File: config.mk
export PLATFORM = sky130hd
export DESIGN_NAME = pixel_mode_sequencer
export DESIGN_NICKNAME = d
export VERILOG_FILES = /design/src/rtl/pms_pkg.sv /design/src/rtl/pms_cfg.sv /design/src/rtl/pms_rowdec.sv /design/src/rtl/pms_fsm.sv /design/src/rtl/pixel_mode_sequencer.sv
export SDC_FILE = /design/constraint.sdc
export NUM_CORES = 1
export LEC_CHECK = 0
export BUFFER_PORTS_ARGS = -buffer_cell sky130_fd_sc_hd__buf_2
export CORE_ASPECT_RATIO = 1.4
export CORE_MARGIN = 5
export CORE_UTILIZATION = 30
export DETAILED_ROUTE_END_ITERATION = 8
export HOLD_SLACK_MARGIN = 0.02
export PLACE_DENSITY_LB_ADDON = 0.08
export SYNTH_ARGS = -nofsm -noshare
export SYNTH_HDL_FRONTEND = slang
export SYNTH_SLANG_ARGS = --single-unit
File: constraint.sdc
create_clock -name clk -period 3.1 [get_ports clk]
set_clock_uncertainty 0.15 [all_clocks]
set_input_delay 0.62 -clock clk [delete_from_list [all_inputs] [get_ports clk]]
set_output_delay 0.62 -clock clk [all_outputs]
set_load 0.1 [all_outputs]
File: src/rtl/pms_pkg.sv
package pms_pkg;
   typedef enum logic [2:0] {
      ST_IDLE  = 3'd0,
      ST_CRST  = 3'd1,
      ST_CPRE  = 3'd2,
      ST_CEVAL = 3'd3,
      ST_SRST  = 3'd4,
      ST_SEXP  = 3'd5,
      ST_SRD   = 3'd6
   } pms_state_e;
endpackage

File: src/rtl/pms_cfg.sv
module pms_cfg #(
   parameter int ROW_W = 4,
   parameter int EXP_W = 12
) (
   input  logic             clk,
   input  logic             rst_n,
   input  logic             load_en,
   input  logic [ROW_W-1:0] rows_m1_in,
   input  logic [EXP_W-1:0] exp_m1_in,
   output logic [ROW_W-1:0] rows_m1,
   output logic [EXP_W-1:0] exp_m1
);
   // Shadow registers; the caller gates load_en with the idle state.
   always_ff @(posedge clk or negedge rst_n) begin
      if (!rst_n) begin
         rows_m1 <= '1;
         exp_m1  <= '0;
      end else if (load_en) begin
         rows_m1 <= rows_m1_in;
         exp_m1  <= exp_m1_in;
      end
   end
endmodule

File: src/rtl/pms_rowdec.sv
module pms_rowdec #(
   parameter int ROWS_MAX = 16,
   localparam int ROW_W = $clog2(ROWS_MAX)
) (
   input  logic                en,
   input  logic [ROW_W-1:0]    idx,
   output logic [ROWS_MAX-1:0] onehot
);
   for (genvar k = 0; k < ROWS_MAX; k++) begin : g_line
      assign onehot[k] = en && (idx == ROW_W'(k));
   end
endmodule

File: src/rtl/pms_fsm.sv
module pms_fsm
   import pms_pkg::*;
#(
   parameter int ROW_W = 4,
   parameter int EXP_W = 12
) (
   input  logic             clk,
   input  logic             rst_n,
   input  logic             run,
   input  logic             detect,
   input  logic             resume,
   input  logic [ROW_W-1:0] rows_m1,
   input  logic [EXP_W-1:0] exp_m1,
   output pms_state_e       state,
   output logic [ROW_W-1:0] row_idx,
   output logic             last_row
);
   pms_state_e       nxt;
   logic [EXP_W-1:0] exp_cnt;
   logic             det_pend;
   logic             res_pend;
   logic             det_now;
   logic             res_now;

   assign last_row = (row_idx == rows_m1);
   assign det_now  = det_pend || detect;
   assign res_now  = res_pend || resume;

   always_comb begin
      nxt = state;
      unique case (state)
         ST_IDLE:  nxt = run ? ST_CRST : ST_IDLE;
         ST_CRST:  nxt = ST_CPRE;
         ST_CPRE:  nxt = ST_CEVAL;
         ST_CEVAL: nxt = det_now ? ST_SRST : (run ? ST_CRST : ST_IDLE);
         ST_SRST:  nxt = ST_SEXP;
         ST_SEXP:  nxt = (exp_cnt == '0) ? ST_SRD : ST_SEXP;
         ST_SRD: begin
            if (last_row)     nxt = run ? ST_CRST : ST_IDLE;
            else if (res_now) nxt = ST_CRST;
            else              nxt = ST_SRST;
         end
         default:  nxt = ST_IDLE;
      endcase
   end

   always_ff @(posedge clk or negedge rst_n) begin
      if (!rst_n) begin
         state    <= ST_IDLE;
         row_idx  <= '0;
         exp_cnt  <= '0;
         det_pend <= 1'b0;
         res_pend <= 1'b0;
      end else begin
         state    <= nxt;
         // Detection is held only across the first two cycles of a pass.
         det_pend <= (state == ST_CRST || state == ST_CPRE) && det_now;
         // Resume is held until the sampling cycle closes the slot.
         res_pend <= (state == ST_SRST || state == ST_SEXP) && res_now;
         if (state == ST_CEVAL)    row_idx <= '0;
         else if (state == ST_SRD) row_idx <= row_idx + 1'b1;
         if (state == ST_SRST)
            exp_cnt <= exp_m1;
         else if (state == ST_SEXP && exp_cnt != '0)
            exp_cnt <= exp_cnt - 1'b1;
      end
   end
endmodule

File: src/rtl/pixel_mode_sequencer.sv
module pixel_mode_sequencer
   import pms_pkg::*;
#(
   parameter int ROWS_MAX = 16,
   parameter int EXP_W    = 12,
   localparam int ROW_W   = $clog2(ROWS_MAX)
) (
   input  logic                clk,
   input  logic                rst_n,
   input  logic                run,
   input  logic                detect,
   input  logic                resume,
   input  logic                cfg_we,
   input  logic [ROW_W-1:0]    cfg_rows_m1,
   input  logic [EXP_W-1:0]    cfg_exp_m1,
   output logic                pix_rst,
   output logic [ROWS_MAX-1:0] row_sel,
   output logic                pix_acc,
   output logic                cds_s1,
   output logic                cds_s2,
   output logic                comp_row,
   output logic                sa_clk,
   output logic                frame_done,
   output logic                sensing
);
   if (ROWS_MAX < 2 || (ROWS_MAX & (ROWS_MAX - 1)) != 0) begin : g_bad_rows
      $error("ROWS_MAX must be a power of two, at least 2");
   end
   if (EXP_W < 1) begin : g_bad_exp
      $error("EXP_W must be at least 1");
   end

   pms_state_e       state;
   logic [ROW_W-1:0] row_idx;
   logic             last_row;
   logic [ROW_W-1:0] rows_m1;
   logic [EXP_W-1:0] exp_m1;

   pms_cfg #(.ROW_W(ROW_W), .EXP_W(EXP_W)) u_cfg (
      .clk        (clk),
      .rst_n      (rst_n),
      .load_en    (cfg_we && state == ST_IDLE),
      .rows_m1_in (cfg_rows_m1),
      .exp_m1_in  (cfg_exp_m1),
      .rows_m1    (rows_m1),
      .exp_m1     (exp_m1)
   );

   pms_fsm #(.ROW_W(ROW_W), .EXP_W(EXP_W)) u_fsm (
      .clk      (clk),
      .rst_n    (rst_n),
      .run      (run),
      .detect   (detect),
      .resume   (resume),
      .rows_m1  (rows_m1),
      .exp_m1   (exp_m1),
      .state    (state),
      .row_idx  (row_idx),
      .last_row (last_row)
   );

   assign sensing    = (state == ST_SRST) || (state == ST_SEXP) || (state == ST_SRD);
   assign pix_rst    = (state == ST_CRST) || (state == ST_SRST);
   assign pix_acc    = (state == ST_SRST) || (state == ST_SRD);
   assign cds_s1     = (state == ST_SRST);
   assign cds_s2     = (state == ST_SRD);
   assign comp_row   = (state == ST_CPRE) || (state == ST_CEVAL);
   assign sa_clk     = (state == ST_CPRE);
   assign frame_done = (state == ST_SRD) && last_row;

   pms_rowdec #(.ROWS_MAX(ROWS_MAX)) u_rowdec (
      .en     (sensing),
      .idx    (row_idx),
      .onehot (row_sel)
   );
endmodule

Yosys cells after proc, flatten, opt, wreduce, memory -nomap -nowiden
Index checks and enable logic that the tools add are counted.
Widths: inputs -> output; s select.
- bits of input ports: 22
- output and inout bits: 24
- register bits: 37
- word-level logic and storage cells: 76
- equal/unequal tests: 22
- reductions and logical operators: 35
- mux-type cells: 10
- add/sub/neg operators: 2
- operator list (operator ; number):
    $eq 4x4->1 const B ; 8
    $mux 12 ; 2
    $logic_and 1x1->1 ; 21
    $pmux 3 s7 ; 1
    $eq 4x3->1 const B ; 4
    $logic_not 12->1 ; 1
    $reduce_bool 12->1 ; 1
    $sub 12x1->12 const B ; 1
    $eq 3x3->1 const B ; 3
    $mux 3 ; 3
    $eq 4x2->1 const B ; 2
    $logic_or 1x1->1 ; 8
    $mux 4 ; 2
    $eq 3x2->1 const B ; 2
    $add 4x1->4 const B ; 1
    $eq 4x1->1 const B ; 1
    $eq 4x4->1 ; 1
    $logic_not 4->1 ; 1
    $reduce_bool 2->1 ; 2
    $eq 3x1->1 const B ; 1
    $logic_not 3->1 ; 1
    $mux 2 ; 1
    $mux 1 ; 1

Logic depth before layout (Yosys ltp)
- depth in word-level cells: 4
- mapped depth: 8
- depth with buffers taken out: 6

Hierarchy
From an unflattened synthesis, not the netlist that was laid out.
- cells, all modules: 219
- area total of the unflattened synthesis: 2192.1 um^2
- by module, submodules not included (module ; seq. area each (um^2) ; times used ; cells each ; area each (um^2)):
    pms_fsm ; 525.5 ; 1 ; 152 ; 1346.3
    pms_cfg ; 405.4 ; 1 ; 34 ; 654.4
    pms_rowdec ; 0.0 ; 1 ; 23 ; 117.6
    pixel_mode_sequencer ; 0.0 ; 1 ; 10 ; 73.8

Least setup slack after synthesis
No wires, ideal clock.
- path kind: register to output
- from: register u_fsm.state[0]
- to: output row_sel[0]
- path buffers: 1
- slack: -2348 ps
- required time: 2330 ps
- arrival: 4678 ps
- cell stages (with the launch flop): 5
- cell sequence: dfrtp_1 > clkbuf_1 > a21oi_1 > nand2_1 > nor3_1
- word-level cells in the longest chain between the ends: 4
- elaborated cells on any way between the ends: 6
- classes of those cells: eq/ne: 3; reduce/logical: 3
- RTL lines (what ; line ; text):
    start: declaration ; pms_fsm.sv:14 ; output pms_state_e state,
    start signal: assignment ; pms_fsm.sv:55 ; state <= nxt;
    $eq 3x3->1 ; pixel_mode_sequencer.sv:62 ; assign sensing = (state == ST_SRST) || (state == ST_SEXP) || (state == ST_SRD);
    $logic_or 1x1->1 ; pixel_mode_sequencer.sv:62 ;
    $logic_or 1x1->1 (*) ; pixel_mode_sequencer.sv:62 ;
    via sensing ; pixel_mode_sequencer.sv:24 ; output logic sensing
    $logic_and 1x1->1 (*) ; pms_rowdec.sv:10 ; assign onehot[k] = en && (idx == ROW_W'(k));
    end: declaration ; pixel_mode_sequencer.sv:17 ; output logic [ROWS_MAX-1:0] row_sel,
The timed path passes the listed nets; every way through them passes the cells marked *.

Worst setup path in the final report
- from: register u_fsm.state[1]
- to: output frame_done
- word-level cells in the longest chain between the ends: 2
- RTL lines (what ; line ; text):
    $eq 3x3->1 ; pixel_mode_sequencer.sv:69 ; assign frame_done = (state == ST_SRD) && last_row;
    $logic_and 1x1->1 ; pixel_mode_sequencer.sv:69 ;
    end: declaration ; pixel_mode_sequencer.sv:23 ; output logic frame_done,
No other way between the ends.

==> flow_metrics.tcl <==
set metrics [dict create \
    area_delta_synth_final_pct 26.9 \
    crit_buf_inv 1 \
    crit_family "flip-flops" \
    grt_max_degree 38 \
    synth-compound-area-share_pct 16.7 \
    met3RoutedLength_um 268 \
    max_slew_margin_pct 43.2 \
    synth_xor_xnor_area_share_pct 2.00 \
    dp_slack_ns 0.620 \
    postPlaceCellArea_sq_um 2650 \
    met1_length_um 2420 \
    drt-total-wl_um 6210 \
    cpPeakStageDelay_ns 0.69 \
    hp-class "in -> async" \
    io-pin-count 46 \
    ys.flop_type "dfrtp_1" \
    coreArea_sq_um 7220 \
    post-route-period-util_pct 89.5 \
    fin_nets 309 \
    cts_sinks 37 \
    route.vias.total 1934 \
    synth_edf_count 0 \
    period_minus_slack_ns 2.77 \
    crit_required_ns 2.33 \
    cts_root_buffer "clkbuf_8" \
    layout_setup_ws_ns 0.327 \
    layoutNonFillerInstCount 380 \
    hpwl_um 4680 \
    wl_met2_um 3410 \
    syn_nets 264 \
    fillers 768 \
    layout_common_cells "44 x buf_2, 33 x dfrtp_1, 19 x nand2_1" \
    ys_ff_latch 37 \
    tightest_slew_ns 0.852 \
    clock_latency_ns 0.29 \
    cts_buffers 5 \
    cp_slowest_cell "dfrtp_1" \
    port_buffers 45 \
    path_cells "nor2b_1 -> nand2_1 -> nor2_1 -> buf_2" \
    grt_overflow 0 \
    status "finished clean" \
    clk_path_buf_depth 2 \
    die_w_um 82.2 \
    design_area_sq_um 2780 \
    ant_nets 0 \
    final_common_cell "buf_2" \
    cp-end-kind "output port" \
    holdBufCountCts 0 \
    die_area_sq_um 9130 \
    synth_top_area_share_pct 37.7 \
    synth-simple-area-share_pct 22.0 \
    cts_resized 0 \
    netlist_top_cells_area "dfrtp_1 38%, mux2_2 8.7%, nor2_1 5.1%, dfstp_2 4.8%, nand2_1 3.3%" \
    htreeDepth 2 \
    utilization_pct 38.5 \
    ys_seq_area_share_pct 42.5 \
    track_usage_pct 14.2 \
    clock.fmax_mhz 361 \
    grt_pass1_wl_um 10100 \
    hold_violations 0 \
    drive_above_1_share_pct 38.9 \
    drc 0 \
    synthCells 237 \
    ys_types 51 \
    peakVddDrop_mv 0.532 \
    cts_tree "built" \
    gp_congestion 0.825 \
    synth_area_sq_um 2190 \
    antenna_cells 0 \
    hold_slack_ns 0.283 \
    die_h_um 111 \
    initial_utilization_pct 30.3 \
    yosys_warnings 0 \
    powerDensity_nw_per_um2 1120 \
    synthAdderAreaFrac_pct 2.86 \
    async_flop_share_pct 100 \
    critical_path.max_fanout 16 \
    drv_cap 0 \
    synth.mux.area_fraction_pct 8.74 \
    grt_pass1_vias 1983 \
    cp-start-kind "register" \
    cts_setup_buffers 0 \
    report.final.slew_viol_count 0 \
    avgSynthCellArea_sq_um 9.24 \
    post_drt_wl_per_cell_um 16.3 \
    topRoutingLayerUsed "met4" \
    worst_ep_arrival_time_ns 2.00 \
    dp.cells 372 \
    final-setup-viol-count 0 \
    leakage_nw 1.20 \
    rows 37 \
    yosysTopAreaCell "dfrtp_1" \
    synth_top_family_by_area "simple AND/OR/NAND/NOR gates" \
    path_clk_slew_ns 0.07 \
    rsz0062_at_grt "no" \
    drt_iter0_drc 72 \
    worstSetupPathType "reg -> out" \
    via_per_inst 5.09 \
    dr.pass1.iters 4 \
    antenna_found_initial 0 \
]
## sequential cells by signal (all words and copies together) (netlist names)
name,flops
u_fsm.exp_cnt,12
u_cfg.rows_m1,4
u_fsm.det_pend,1
u_fsm.res_pend,1
u_fsm.row_idx,4
u_cfg.exp_m1,12
u_fsm.state,3
## power by group
part	total (mW)	switching, mW	internal [mW]
clock network	0.500	0.180	0.320
logic	1.59	1.02	0.572
registers	1.02	0.292	0.732
## cells by family after synthesis
group / count (synthesis)
AO/OA/AOI/OAI: 54
XOR/XNOR: 5
adder cells (fa/ha/maj): 5
buffers and inverters: 28
flip-flops: 37
multiplexers: 17
AND/OR/NAND/NOR: 91
## synthesized netlist by cell type (3+ instances only)
library cell and count:
a21oi_1 9, a22o_1 5, a31oi_1 5, clkbuf_1 13, dfrtp_1 33, dfstp_2 4
ha_1 5, inv_1 12, mux2_2 17, nand2_1 19, nand2b_1 4, nand3_1 4
nand4_1 4, nor2_1 30, nor2b_1 3, nor3_1 8, o21ai_0 11, o21ai_1 3
o31ai_1 3, or4_1 3, xnor2_1 5
## worst paths after layout
kind / from / to / slack (ns) / cells past startpoint
min reg2reg: u_cfg.exp_m1[4] / u_cfg.exp_m1[4] / 0.37 / 1
max in group asynchronous: rst_n / u_fsm.row_idx[2] / 1.99 / 1
min in group clk: u_cfg.exp_m1[4] / u_cfg.exp_m1[4] / 0.37 / 1
max: u_fsm.state[1] / frame_done / 0.33 / 4
min: rst_n / u_fsm.exp_cnt[2] / 0.28 / 1
max reg2reg: u_fsm.exp_cnt[0] / u_fsm.exp_cnt[10] / 0.62 / 6
## stage by stage
stage	total power [mW]	TNS (ns)
floorplan	2.22	-1.66
global placement	2.64	0
detailed placement	2.64	0
CTS	3.16	0
global route	3.34	0
finish	3.11	0
## per-layer routing
layer,global-route usage (%),vias up
li1,-,932
met1,16.6,935
met2,25.2,56
met3,2.36,11
met4,4.99,0
met5,0,-
## layout make-up
type                       count  area (sq um)  area share [%]
multi-input combinational    172          1240            44.6
sequential                    37           931            33.5
timing repair buffer          54           308            11.1
tap                           97           121            4.37
clock buffer                   5          68.8            2.48
clock inverter                 3          65.1            2.34
inverter                      12          45.0            1.62
Power figures use the tool's default switching activity.
